--- src/rtl/crt_timing_pkg.sv ---
package crt_timing_pkg;
  localparam int DW    = 8;
  localparam int IDX_W = 5;
  localparam int NREG  = 26;
  localparam int NSLOT = 2 ** IDX_W;
  localparam int HCW   = DW + 1;      // holds total + 4
  localparam int VW    = 10;
  localparam int VCW   = VW + 1;      // holds total + 1
  localparam int HBE_W = 6;
  localparam int HSE_W = 5;
  localparam int VBE_W = 8;
  localparam int VSE_W = 4;

  localparam logic [IDX_W-1:0] IX_HTOT = 5'd0;
  localparam logic [IDX_W-1:0] IX_HDE  = 5'd1;
  localparam logic [IDX_W-1:0] IX_HBS  = 5'd2;
  localparam logic [IDX_W-1:0] IX_HBE  = 5'd3;
  localparam logic [IDX_W-1:0] IX_HSS  = 5'd4;
  localparam logic [IDX_W-1:0] IX_HSE  = 5'd5;
  localparam logic [IDX_W-1:0] IX_VTOT = 5'd6;
  localparam logic [IDX_W-1:0] IX_OVF  = 5'd7;
  localparam logic [IDX_W-1:0] IX_SAH  = 5'd12;
  localparam logic [IDX_W-1:0] IX_SAL  = 5'd13;
  localparam logic [IDX_W-1:0] IX_VSS  = 5'd16;
  localparam logic [IDX_W-1:0] IX_VSE  = 5'd17;
  localparam logic [IDX_W-1:0] IX_VDE  = 5'd18;
  localparam logic [IDX_W-1:0] IX_VBS  = 5'd21;
  localparam logic [IDX_W-1:0] IX_VBE  = 5'd22;
  localparam logic [IDX_W-1:0] IX_LCMP = 5'd24;
  localparam logic [IDX_W-1:0] IX_POL  = 5'd25;
  localparam logic [IDX_W-1:0] IX_LAST = IDX_W'(NREG - 1);
  localparam logic [IDX_W-1:0] IX_PROT = 5'd7;

  typedef struct packed {
    logic [DW-1:0]    htotal;
    logic [DW-1:0]    hde;
    logic [DW-1:0]    hbs;
    logic [HBE_W-1:0] hbe;
    logic [DW-1:0]    hss;
    logic [HSE_W-1:0] hse;
    logic [VW-1:0]    vtotal;
    logic [VW-1:0]    vde;
    logic [VW-1:0]    vbs;
    logic [VBE_W-1:0] vbe;
    logic [VW-1:0]    vss;
    logic [VSE_W-1:0] vse;
    logic [VW-1:0]    lcmp;
    logic [2*DW-1:0]  start_addr;
    logic             hpol;
    logic             vpol;
    logic             prot;
  } cfg_t;
endpackage

--- src/rtl/crt_regs.sv ---
module crt_regs
  import crt_timing_pkg::*;
(
  input  logic             clk_i,
  input  logic             rst_ni,
  input  logic             we_i,
  input  logic             sel_i,
  input  logic [DW-1:0]    wdata_i,
  output logic [DW-1:0]    rdata_o,
  output logic [IDX_W-1:0] idx_o,
  output cfg_t             cfg_o
);
  logic [IDX_W-1:0] idx_q;
  logic [DW-1:0]    regs_q [NSLOT];
  logic             wr_ok;

  assign wr_ok = (idx_q <= IX_LAST) && !(regs_q[IX_VSE][7] && (idx_q <= IX_PROT));

  always_ff @(posedge clk_i or negedge rst_ni) begin
    if (!rst_ni) begin
      idx_q <= '0;
      for (int i = 0; i < NSLOT; i++) regs_q[i] <= '0;
    end else if (we_i) begin
      if (!sel_i)     idx_q         <= wdata_i[IDX_W-1:0];
      else if (wr_ok) regs_q[idx_q] <= wdata_i;
    end
  end

  assign rdata_o = sel_i ? regs_q[idx_q] : {{(DW-IDX_W){1'b0}}, idx_q};
  assign idx_o   = idx_q;

  // gather split fields; overflow bit positions are fixed by the register format
  always_comb begin
    cfg_o.htotal     = regs_q[IX_HTOT];
    cfg_o.hde        = regs_q[IX_HDE];
    cfg_o.hbs        = regs_q[IX_HBS];
    cfg_o.hbe        = {regs_q[IX_HSE][7], regs_q[IX_HBE][4:0]};
    cfg_o.hss        = regs_q[IX_HSS];
    cfg_o.hse        = regs_q[IX_HSE][4:0];
    cfg_o.vtotal     = {regs_q[IX_OVF][5], regs_q[IX_OVF][0], regs_q[IX_VTOT]};
    cfg_o.vde        = {regs_q[IX_OVF][6], regs_q[IX_OVF][1], regs_q[IX_VDE]};
    cfg_o.vss        = {regs_q[IX_OVF][7], regs_q[IX_OVF][2], regs_q[IX_VSS]};
    cfg_o.vbs        = {1'b0, regs_q[IX_OVF][3], regs_q[IX_VBS]};
    cfg_o.vbe        = regs_q[IX_VBE];
    cfg_o.vse        = regs_q[IX_VSE][3:0];
    cfg_o.lcmp       = {1'b0, regs_q[IX_OVF][4], regs_q[IX_LCMP]};
    cfg_o.start_addr = {regs_q[IX_SAH], regs_q[IX_SAL]};
    cfg_o.hpol       = regs_q[IX_POL][6];
    cfg_o.vpol       = regs_q[IX_POL][7];
    cfg_o.prot       = regs_q[IX_VSE][7];
  end
endmodule

--- src/rtl/crt_counter.sv ---
module crt_counter #(
  parameter int W = 9
) (
  input  logic         clk_i,
  input  logic         rst_ni,
  input  logic         adv_i,
  input  logic [W-1:0] last_i,
  output logic [W-1:0] cnt_o,
  output logic [W-1:0] next_o,
  output logic         wrap_o
);
  logic [W-1:0] cnt_q;
  logic         at_last;

  assign at_last = (cnt_q == last_i);
  assign next_o  = at_last ? '0 : cnt_q + W'(1);
  assign wrap_o  = adv_i && at_last;
  assign cnt_o   = cnt_q;

  always_ff @(posedge clk_i or negedge rst_ni) begin
    if (!rst_ni)    cnt_q <= '0;
    else if (adv_i) cnt_q <= next_o;
  end
endmodule

--- src/rtl/crt_span_flag.sv ---
module crt_span_flag #(
  parameter int W  = 9,
  parameter int EW = 6
) (
  input  logic          clk_i,
  input  logic          rst_ni,
  input  logic          adv_i,
  input  logic [W-1:0]  next_i,
  input  logic [W-1:0]  start_i,
  input  logic [EW-1:0] end_i,
  output logic          flag_o
);
  logic flag_q;

  // start wins; end compares only the low EW bits of the count
  always_ff @(posedge clk_i or negedge rst_ni) begin
    if (!rst_ni) flag_q <= 1'b0;
    else if (adv_i) begin
      if (next_i == start_i)             flag_q <= 1'b1;
      else if (next_i[EW-1:0] == end_i)  flag_q <= 1'b0;
    end
  end

  assign flag_o = flag_q;
endmodule

--- src/rtl/crt_timing.sv ---
module crt_timing
  import crt_timing_pkg::*;
(
  input  logic            clk_i,
  input  logic            rst_ni,
  input  logic            char_en_i,
  input  logic            we_i,
  input  logic            sel_i,
  input  logic [7:0]      wdata_i,
  output logic [7:0]      rdata_o,
  output logic            display_en_o,
  output logic            hblank_o,
  output logic            vblank_o,
  output logic            hsync_o,
  output logic            vsync_o,
  output logic [7:0]      status_o,
  output logic [15:0]     start_addr_o,
  output logic            split_o
);
  cfg_t             cfg;
  logic [IDX_W-1:0] idx_q;
  logic [HCW-1:0]   hcnt, hnext, hlast;
  logic [VCW-1:0]   vcnt, vnext, vlast;
  logic             line_tick, frame_tick;
  logic             hret, vret;

  crt_regs u_regs (
    .clk_i, .rst_ni, .we_i, .sel_i, .wdata_i, .rdata_o,
    .idx_o (idx_q),
    .cfg_o (cfg)
  );

  assign hlast = {1'b0, cfg.htotal} + HCW'(4);
  assign vlast = {1'b0, cfg.vtotal} + VCW'(1);

  crt_counter #(.W(HCW)) u_hcnt (
    .clk_i, .rst_ni,
    .adv_i  (char_en_i),
    .last_i (hlast),
    .cnt_o  (hcnt),
    .next_o (hnext),
    .wrap_o (line_tick)
  );

  crt_counter #(.W(VCW)) u_vcnt (
    .clk_i, .rst_ni,
    .adv_i  (line_tick),
    .last_i (vlast),
    .cnt_o  (vcnt),
    .next_o (vnext),
    .wrap_o (frame_tick)
  );

  crt_span_flag #(.W(HCW), .EW(HBE_W)) u_hblank (
    .clk_i, .rst_ni, .adv_i(char_en_i), .next_i(hnext),
    .start_i({1'b0, cfg.hbs}), .end_i(cfg.hbe), .flag_o(hblank_o)
  );

  crt_span_flag #(.W(HCW), .EW(HSE_W)) u_hret (
    .clk_i, .rst_ni, .adv_i(char_en_i), .next_i(hnext),
    .start_i({1'b0, cfg.hss}), .end_i(cfg.hse), .flag_o(hret)
  );

  crt_span_flag #(.W(VCW), .EW(VBE_W)) u_vblank (
    .clk_i, .rst_ni, .adv_i(line_tick), .next_i(vnext),
    .start_i({1'b0, cfg.vbs}), .end_i(cfg.vbe), .flag_o(vblank_o)
  );

  crt_span_flag #(.W(VCW), .EW(VSE_W)) u_vret (
    .clk_i, .rst_ni, .adv_i(line_tick), .next_i(vnext),
    .start_i({1'b0, cfg.vss}), .end_i(cfg.vse), .flag_o(vret)
  );

  assign display_en_o = (hcnt <= {1'b0, cfg.hde}) && (vcnt <= {1'b0, cfg.vde});
  assign hsync_o      = hret ^ cfg.hpol;
  assign vsync_o      = vret ^ cfg.vpol;
  assign status_o     = {4'b0000, vret, 2'b00, ~display_en_o};
  assign start_addr_o = cfg.start_addr;
  assign split_o      = (vcnt == {1'b0, cfg.lcmp});

  logic unused_ok;
  assign unused_ok = frame_tick;
endmodule

--- config.mk ---
export PLATFORM = sky130hd
export DESIGN_NAME = crt_timing
export DESIGN_NICKNAME = d
export VERILOG_FILES = /design/src/rtl/crt_timing_pkg.sv /design/src/rtl/crt_regs.sv /design/src/rtl/crt_counter.sv /design/src/rtl/crt_span_flag.sv /design/src/rtl/crt_timing.sv
export SDC_FILE = /design/constraint.sdc
export NUM_CORES = 1
export LEC_CHECK = 0
export ABC_AREA = 1
export BUFFER_PORTS_ARGS = -buffer_cell sky130_fd_sc_hd__buf_2
export CORE_UTILIZATION = 55
export DETAILED_ROUTE_END_ITERATION = 12
export GPL_TIMING_DRIVEN = 0
export PLACE_DENSITY = 0.72
export SLEW_MARGIN = 20
export SYNTH_ARGS = -nofsm -noshare
export SYNTH_HDL_FRONTEND = slang
export SYNTH_HIERARCHICAL = 1
export SYNTH_SLANG_ARGS = --single-unit
--- constraint.sdc ---
create_clock -name clk_i -period 7.3 [get_ports clk_i]
set_clock_uncertainty 0.1 [all_clocks]
set_input_delay 0.73 -clock clk_i [delete_from_list [all_inputs] [get_ports clk_i]]
set_output_delay 0.73 -clock clk_i [all_outputs]
set_load 0.02 [all_outputs]
==> impl_metrics.sql, run 1 <==
INSERT INTO impl_metrics (metric_group, metric, value, unit) VALUES
('worst_hold_path', 'hold_class', 'reg -> reg', ''),
('grt', 'grt_pass1_vias', '14130', ''),
('timing', 'timing.setup.tns', '0', 'ns'),
('finish', 'final_core_utilization', '62.57', '%'),
('timing', 'timing_max_transition_violations_final', '0', ''),
('synthesis', 'netlist_area', '16680', 'um2'),
('timing', 'max_freq', '240.7', 'MHz'),
('timing', 'worst_slack', '3.145', 'ns'),
('critical_path', 'required', '6.47', 'ns'),
('timing', 'max_slew_margin', '25.21', '%'),
('floorplanning', 'die_width', '176.1', 'um'),
('floorplanning', 'rows', '63', ''),
('timing', 'unrepaired_setup_endpoints_after_global_routing', 'no', ''),
('power_and_ir_drop', 'vdd_drop_max', '0.2203', 'mV'),
('placement', 'io_buffer_count', '44', ''),
('critical_path', 'worst-endpoint-arrival', '3.32', 'ns'),
('clocking', 'post-cts-setup-buffers', '0', ''),
('floorplanning', 'die-height', '176.1', 'um'),
('clocking', 'total_cts_buffers', '31', ''),
('flow_run', 'drv.max_cap_violation_count', '0', ''),
('grt', 'grt_usage', '32.89', '%'),
('grt', 'grt_pass1_wl', '77.76', 'mm'),
('critical_path', 'timing.setup.critical_path_class', 'reg -> out', ''),
('floorplanning', 'core_box_area', '29720', 'um2'),
('clocking', 'cts_num_sinks', '285', ''),
('synthesis', 'syn-mean-instance-area', '7.105', 'um2'),
('placement', 'placement.setup.worst_slack', '3.885', 'ns'),
('grt', 'grt_antenna_before_repair', '0', ''),
('clocking', 'tritoncts_clock_tree', 'built', ''),
('drt', 'remaining_drc_errors', '0', ''),
('power_and_ir_drop', 'power_leakage', '9.815', 'nW'),
('finish', 'stdcell_count', '2855', ''),
('clocking', 'clk-insertion-delay-late', '0.57', 'ns'),
('timing', 'timing.final.crit_period', '4.155', 'ns'),
('finish', 'areaGrowthSynthToFinish', '11.51', '%'),
('floorplanning', 'initial_utilization', '56.12', '%'),
('timing', 'final-setup-viol-count', '0', ''),
('timing', 'timing.hold.ws', '0.3543', 'ns'),
('floorplanning', 'num_io_pins', '51', ''),
('synthesis', 'synth_cells', '2347', ''),
('power_and_ir_drop', 'design_power_total', '5.771', 'mW'),
('clocking', 'clock_tree.root_cell', 'clkbuf_16', ''),
('drt', 'route.vias.total', '15060', ''),
('placement', 'finalWeightedCongestion', '0.9509', ''),
('finish', 'final.fill_count', '2659', ''),
('floorplanning', 'dieArea', '31020', 'um2'),
('placement', 'hpwlAfterDp', '36.03', 'mm'),
('placement', 'dpl.cell_count', '2797', ''),
('critical_path', 'critPathLaunchType', 'register', ''),
('finish', 'finish.net_count', '2476', ''),
('drt', 'drt.antenna.violating_nets', '0', ''),
('clocking', 'clkSlewWorstSetupHoldPaths', '0.06', 'ns'),
('synthesis', 'yosys_warnings', '6', ''),
('drt', 'dr.first_iter.drc_count', '1582', ''),
('finish', 'layout-drive-gt1-share', '14.16', '%'),
('drt', 'wirelength', '49.49', 'mm'),
('timing', 'fin_crit_sh', '56.92', '%'),
('timing', 'tightest_slew', '1.118', 'ns'),
('drt', 'route.detailed.vias_per_inst', '5.273', ''),
('placement', 'dpl-instance-area', '17530', 'um2'),
('power_and_ir_drop', 'p_per_cell_area', '310.3', 'nW/um2'),
('critical_path', 'worstSetupEndpointType', 'output pin', ''),
('timing', 'final_hold_viol_count', '0', ''),
('grt', 'grt_start_max_net_pins', '93', ''),
('finish', 'sequential_cell_area', '7132', 'um2'),
('critical_path', 'crit_fanout', '10', ''),
('drt', 'detailedRoute.firstPassIterationCount', '7', ''),
('clocking', 'max-clock-path-buffers', '3', ''),
('grt', 'gr-total-overflow', '0', ''),
('finish', 'final_non_filler_cell_area', '18600', 'um2'),
('drt', 'wl_per_cell', '17.33', 'um'),
('run_status', 'status', 'finished clean', ''),
('finish', 'insertedDiodeCount', '0', ''),
('finish', 'multi_input_area', '7251', 'um2'),
('clocking', 'htree_num_levels', '1', '');
## repair_timing
item                                   in CTS  in global routing
hold buffers                                1                  0
setup endpoints to repair                   0                  0
gates resized for setup                     0                  0
endpoints found under the hold margin      51                  0
## placed cells by master (no fill, tap or decap), types with 6 or more instances in the layout
cell / n
buf_1: 9
nand3_2: 14
buf_6: 8
clkbuf_1: 87
conb_1: 15
o21ai_0: 221
ha_1: 22
dfrtp_1: 285
nor2_1: 91
nand4_1: 11
clkbuf_8: 6
nand3_1: 60
a21oi_1: 19
inv_2: 15
nand2_1: 1047
buf_4: 132
nor2_2: 18
buf_2: 82
xnor2_1: 26
clkbuf_16: 31
o21ai_1: 6
inv_1: 171
xor2_1: 25
## worst paths after layout
| kind | from | to | slack, ns | cells after the start |
|---|---|---|---|---|
| min in group asynchronous | rst_ni | u_regs/cfg_o[15] | 0.58 | 2 |
| max in group asynchronous | rst_ni | u_regs/cfg_o[29] | 5.39 | 4 |
| setup / recovery | u_regs/idx_o[1] | rdata_o[6] | 3.15 | 9 |
| hold / removal | u_regs/regs_q[10] | u_regs/regs_q[10] | 0.35 | 1 |
| setup reg to reg | u_regs/cfg_o[118] | u_vret/flag_o | 3.86 | 18 |
| hold reg to reg | u_regs/regs_q[10] | u_regs/regs_q[10] | 0.35 | 1 |
## state kept, by name, indices dropped and copies added, names as in the netlist
name / count
u_hblank/flag_o: 1
u_regs/cfg_o: 122
u_regs/regs_q: 134
u_vcnt/cnt_o: 11
u_regs/idx_o: 5
u_hcnt/cnt_o: 9
u_vblank/flag_o: 1
u_vret/flag_o: 1
u_hret/flag_o: 1
## cell type report
| cell class | instances | area share [%] |
|---|---|---|
| tap | 390 | 2.624 |
| timing repair buffer | 48 | 1.736 |
| multi-input combinational | 1615 | 38.99 |
| sequential | 285 | 38.35 |
| inverter | 189 | 3.815 |
| buffer | 271 | 8.781 |
| clock inverter | 15 | 1.036 |
| clock buffer | 42 | 4.663 |
## critical path, stage by stage (launching register included)
cell and delay (ns):
dfrtp_1 0.32, buf_4 0.17, clkbuf_1 0.45, buf_1 0.63, a21oi_1 0.10, o21ai_0 0.49, nand2_1 0.19, nor2_1 0.14
a21oi_1 0.08, buf_2 0.18
## layer usage
metal | vias up | global-route usage [%] | part of all wire, %
li1 | 7235 | - | -
met1 | 6980 | 46.08 | 42
met2 | 696 | 50.41 | 44
met3 | 144 | 6.245 | 10
met4 | 0 | 12.79 | 4.0
met5 | - | 0 | 0
## power breakdown
part	leakage, nW	internal, mW	switching [mW]	total, mW
registers	3.84	1.89	0.297	2.18
clock network	0.510	0.971	0.653	1.62
logic	5.47	0.799	1.16	1.96
(Power assumes the default switching activity.)
==> inputs of run 2 (changes only) <==
--- a/config.mk
+++ b/config.mk
@@ -10,7 +10,7 @@
 export CORE_UTILIZATION = 55
 export DETAILED_ROUTE_END_ITERATION = 12
 export GPL_TIMING_DRIVEN = 0
-export PLACE_DENSITY = 0.72
+export PLACE_DENSITY = 0.75
 export SLEW_MARGIN = 20
 export SYNTH_ARGS = -nofsm -noshare
 export SYNTH_HDL_FRONTEND = slang
==> constraint.sdc (replaced) <==
create_clock -name clk_i -period 3.52 [get_ports clk_i]
set_clock_uncertainty 0.1 [all_clocks]
set_input_delay 0.352 -clock clk_i [delete_from_list [all_inputs] [get_ports clk_i]]
set_output_delay 0.352 -clock clk_i [all_outputs]
set_load 0.02 [all_outputs]
==> run 2 against run 1 <==
  * Sequential cell count stayed put
  * Sequential share of layout area is 0.24 points lower
  * First-iteration DRC count is 1.9% higher
  * Combinational power is 110% higher
  * Worst hold slack worse by 0.25 ns
  * Clock-buffer cell count is 2 lower
  * Global-route usage is 0.43 points lower
  * Sequential power is 110% higher
  * Worst setup slack worse by 3.1 ns
  * Cell area is 0.64% higher
  * Power is 110% higher
  * Clock power is 120% higher
==> impl_metrics.sql, run 2 (synthesized netlist as in run 1, its figures left out) <==
INSERT INTO impl_metrics (metric_group, metric, value, unit) VALUES
('drt', 'drt.antenna.violating_nets', '0', ''),
('timing', 'timing.final.crit_period', '3.485', 'ns'),
('floorplanning', 'core_box_area', '29720', 'um2'),
('clocking', 'total_cts_buffers', '31', ''),
('floorplanning', 'initial_utilization', '56.12', '%'),
('finish', 'registers.top_by_ff_count', 'u_regs/regs_q', ''),
('placement', 'finalWeightedCongestion', '0.9508', ''),
('critical_path', 'cp.buffers_inverters', '5', ''),
('clocking', 'tritoncts_clock_tree', 'built', ''),
('placement', 'hpwlAfterDp', '35.79', 'mm'),
('finish', 'areaGrowthSynthToFinish', '12.22', '%'),
('critical_path', 'regToRegSetupSlack', '0.41', 'ns'),
('drt', 'route.detailed.vias_per_inst', '5.297', ''),
('worst_hold_path', 'hold_class', 'in -> async', ''),
('drt', 'wl_per_cell', '17.35', 'um'),
('finish', 'finish.net_count', '2476', ''),
('critical_path', 'startpoint_of_the_most_critical_register_to_register_path', 'u_regs/cfg_o[118]', ''),
('finish', 'final_non_filler_cell_area', '18710', 'um2'),
('finish', 'layout_commonest_cell', 'nand2_1', ''),
('power_and_ir_drop', 'p_per_cell_area', '653.5', 'nW/um2'),
('clocking', 'cts_num_sinks', '285', ''),
('critical_path', 'crit_fanout', '10', ''),
('grt', 'grt_usage', '32.47', '%'),
('timing', 'fin_crit_sh', '99.00', '%'),
('clocking', 'post-cts-setup-buffers', '0', ''),
('drt', 'dr.first_iter.drc_count', '1612', ''),
('drt', 'wirelength', '49.56', 'mm'),
('critical_path', 'critPathLaunchType', 'register', ''),
('clocking', 'clock_tree.root_cell', 'clkbuf_16', ''),
('critical_path', 'worstSetupPathDepth', '11', ''),
('clocking', 'max-clock-path-buffers', '3', ''),
('timing', 'timing.hold.ws', '0.1076', 'ns'),
('critical_path', 'timing.rr.end', 'u_vret/flag_o', ''),
('drt', 'detailedRoute.firstPassIterationCount', '6', ''),
('placement', 'io_buffer_count', '44', ''),
('grt', 'grt_start_max_net_pins', '102', ''),
('finish', 'insertedDiodeCount', '0', ''),
('flow_run', 'drv.max_cap_violation_count', '0', ''),
('finish', 'max_reg_flops', '134', ''),
('power_and_ir_drop', 'design_power_total', '12.23', 'mW'),
('critical_path', 'required', '3.07', 'ns'),
('placement', 'dpl.cell_count', '2797', ''),
('clocking', 'clkSlewWorstSetupHoldPaths', '0.06', 'ns'),
('finish', 'layout-drive-gt1-share', '14.76', '%'),
('timing', 'unrepaired_setup_endpoints_after_global_routing', 'yes', ''),
('timing', 'timing_max_transition_violations_final', '0', ''),
('timing', 'max_slew_margin', '38.50', '%'),
('critical_path', 'critical_path.top_delay_family', 'buffers and inverters', ''),
('grt', 'gr-total-overflow', '0', ''),
('grt', 'grt_pass1_wl', '76.91', 'mm'),
('run_status', 'status', 'finished clean', ''),
('timing', 'tightest_slew', '0.9224', 'ns'),
('critical_path', 'worstSetupEndpointType', 'output pin', ''),
('timing', 'final_hold_viol_count', '0', ''),
('critical_path', 'worstRegToRegCells', '18', ''),
('floorplanning', 'num_io_pins', '51', ''),
('placement', 'dpl-instance-area', '17530', 'um2'),
('timing', 'final-setup-viol-count', '0', ''),
('finish', 'stdcell_count', '2856', ''),
('drt', 'route.vias.total', '15130', ''),
('critical_path', 'cp_slowest_stage_delay', '0.54', 'ns'),
('floorplanning', 'dieArea', '31020', 'um2'),
('grt', 'grt_pass1_vias', '13940', ''),
('critical_path', 'worst-endpoint-arrival', '3.03', 'ns'),
('critical_path', 'timing.setup.critical_path_class', 'reg -> out', ''),
('grt', 'grt_antenna_before_repair', '0', ''),
('power_and_ir_drop', 'vdd_drop_max', '0.4791', 'mV'),
('critical_path', 'cp_slowest_cell', 'o21ai_0', ''),
('timing', 'worst_slack', '0.03527', 'ns'),
('floorplanning', 'die-height', '176.1', 'um'),
('timing', 'max_freq', '287.0', 'MHz'),
('floorplanning', 'rows', '63', ''),
('critical_path', 'worstPathCellList', 'buf_4 > inv_1 > buf_2 > clkbuf_4 > nand2_1 > a21oi_1 > o21ai_0 > nand2_1 > nor2_1 > a21oi_1 > buf_2', ''),
('finish', 'layout.cells.most_common_list', 'nand2_1, dfrtp_1, o21ai_0', ''),
('clocking', 'clk-insertion-delay-late', '0.57', 'ns'),
('floorplanning', 'die_width', '176.1', 'um'),
('power_and_ir_drop', 'power_leakage', '9.901', 'nW'),
('clocking', 'htree_num_levels', '1', ''),
('drt', 'remaining_drc_errors', '0', ''),
('placement', 'placement.setup.worst_slack', '0.1598', 'ns');
==> run 2: cell count changes in the layout (fill, tap and decap cells not counted), sizes merged <==
cell,previous run,this run
clkdlybuf4s15,0,1
clkbuf,125,127
clkinvlp,4,1
bufinv,4,7
clkinv,10,11
inv,186,188
buf,235,230
==> run 2: worst max path at each step <==
stage	from	endpoint	slack [ns]
finish	u_regs/idx_o[0]	rdata_o[6]	0.04
detailed placement	u_regs/cfg_o[118]	u_vret/flag_o	0.16
global route	u_regs/idx_o[0]	rdata_o[6]	-0.02
CTS	u_regs/idx_o[1]	rdata_o[7]	0.0005
global placement	rst_ni	u_vcnt/cnt_o[10]	-3.23
floorplan	u_regs/cfg_o[71]	u_vblank/flag_o	0.94
==> run 2: final cells by class <==
class / instances / area (um2)
Multi-Input combinational cell: 1615 / 7263
Buffer: 271 / 1654
Clock buffer: 40 / 869.6
Timing Repair Buffer: 48 / 322.8
Fill cell: 2622 / 11000
Clock inverter: 18 / 275.3
Sequential cell: 285 / 7132
Tap cell: 390 / 488.0
Inverter: 189 / 709.4
==> run 2: metal layers <==
layer	GRT usage [%]	vias up	wire, um
li1	-	7238	-
met1	44.40	7130	20720
met2	51.21	664	22160
met3	7.429	97	5124
met4	10.07	0	1553
met5	0	-	0
==> run 2: what timing repair did <==
action,4_1_cts,5_1_grt
endpoints found under the setup margin,6,17
hold endpoints to repair,214,0
hold buffers,1,0
gates resized for setup,5,15
==> run 2: worst register-to-register path, cell delays in order, from the launching register on <==
cell	delay, ns
dfrtp_1	0.42
buf_4	0.15
ha_1	0.18
nand3_1	0.13
nor3b_1	0.31
inv_1	0.07
nand2_1	0.06
nand2_1	0.05
nor2_1	0.09
nand2_1	0.07
nor2_2	0.11
nand2_2	0.09
buf_6	0.15
nor2_2	0.42
clkinv_1	0.20
a21oi_1	0.17
nand4_1	0.11
nand2_1	0.07
nand2_1	0.05
==> run 2: metrics by stage <==
step | utilization (%) | setup TNS (ns)
4_1_cts | 62.92 | 0
3_5_place_dp | 58.97 | 0
3_3_place_gp | 58.66 | -909.82
2_1_floorplan | - | 0
6_report | 62.97 | 0
5_1_grt | 62.97 | -0.02720
==> run 2: report_power, final <==
group / internal (mW) / switching, mW / total (mW) / leakage, nW
Clock: 2.25 / 1.37 / 3.62 / 0.568
Sequential: 3.91 / 0.617 / 4.53 / 3.84
Combinational: 1.66 / 2.42 / 4.08 / 5.49
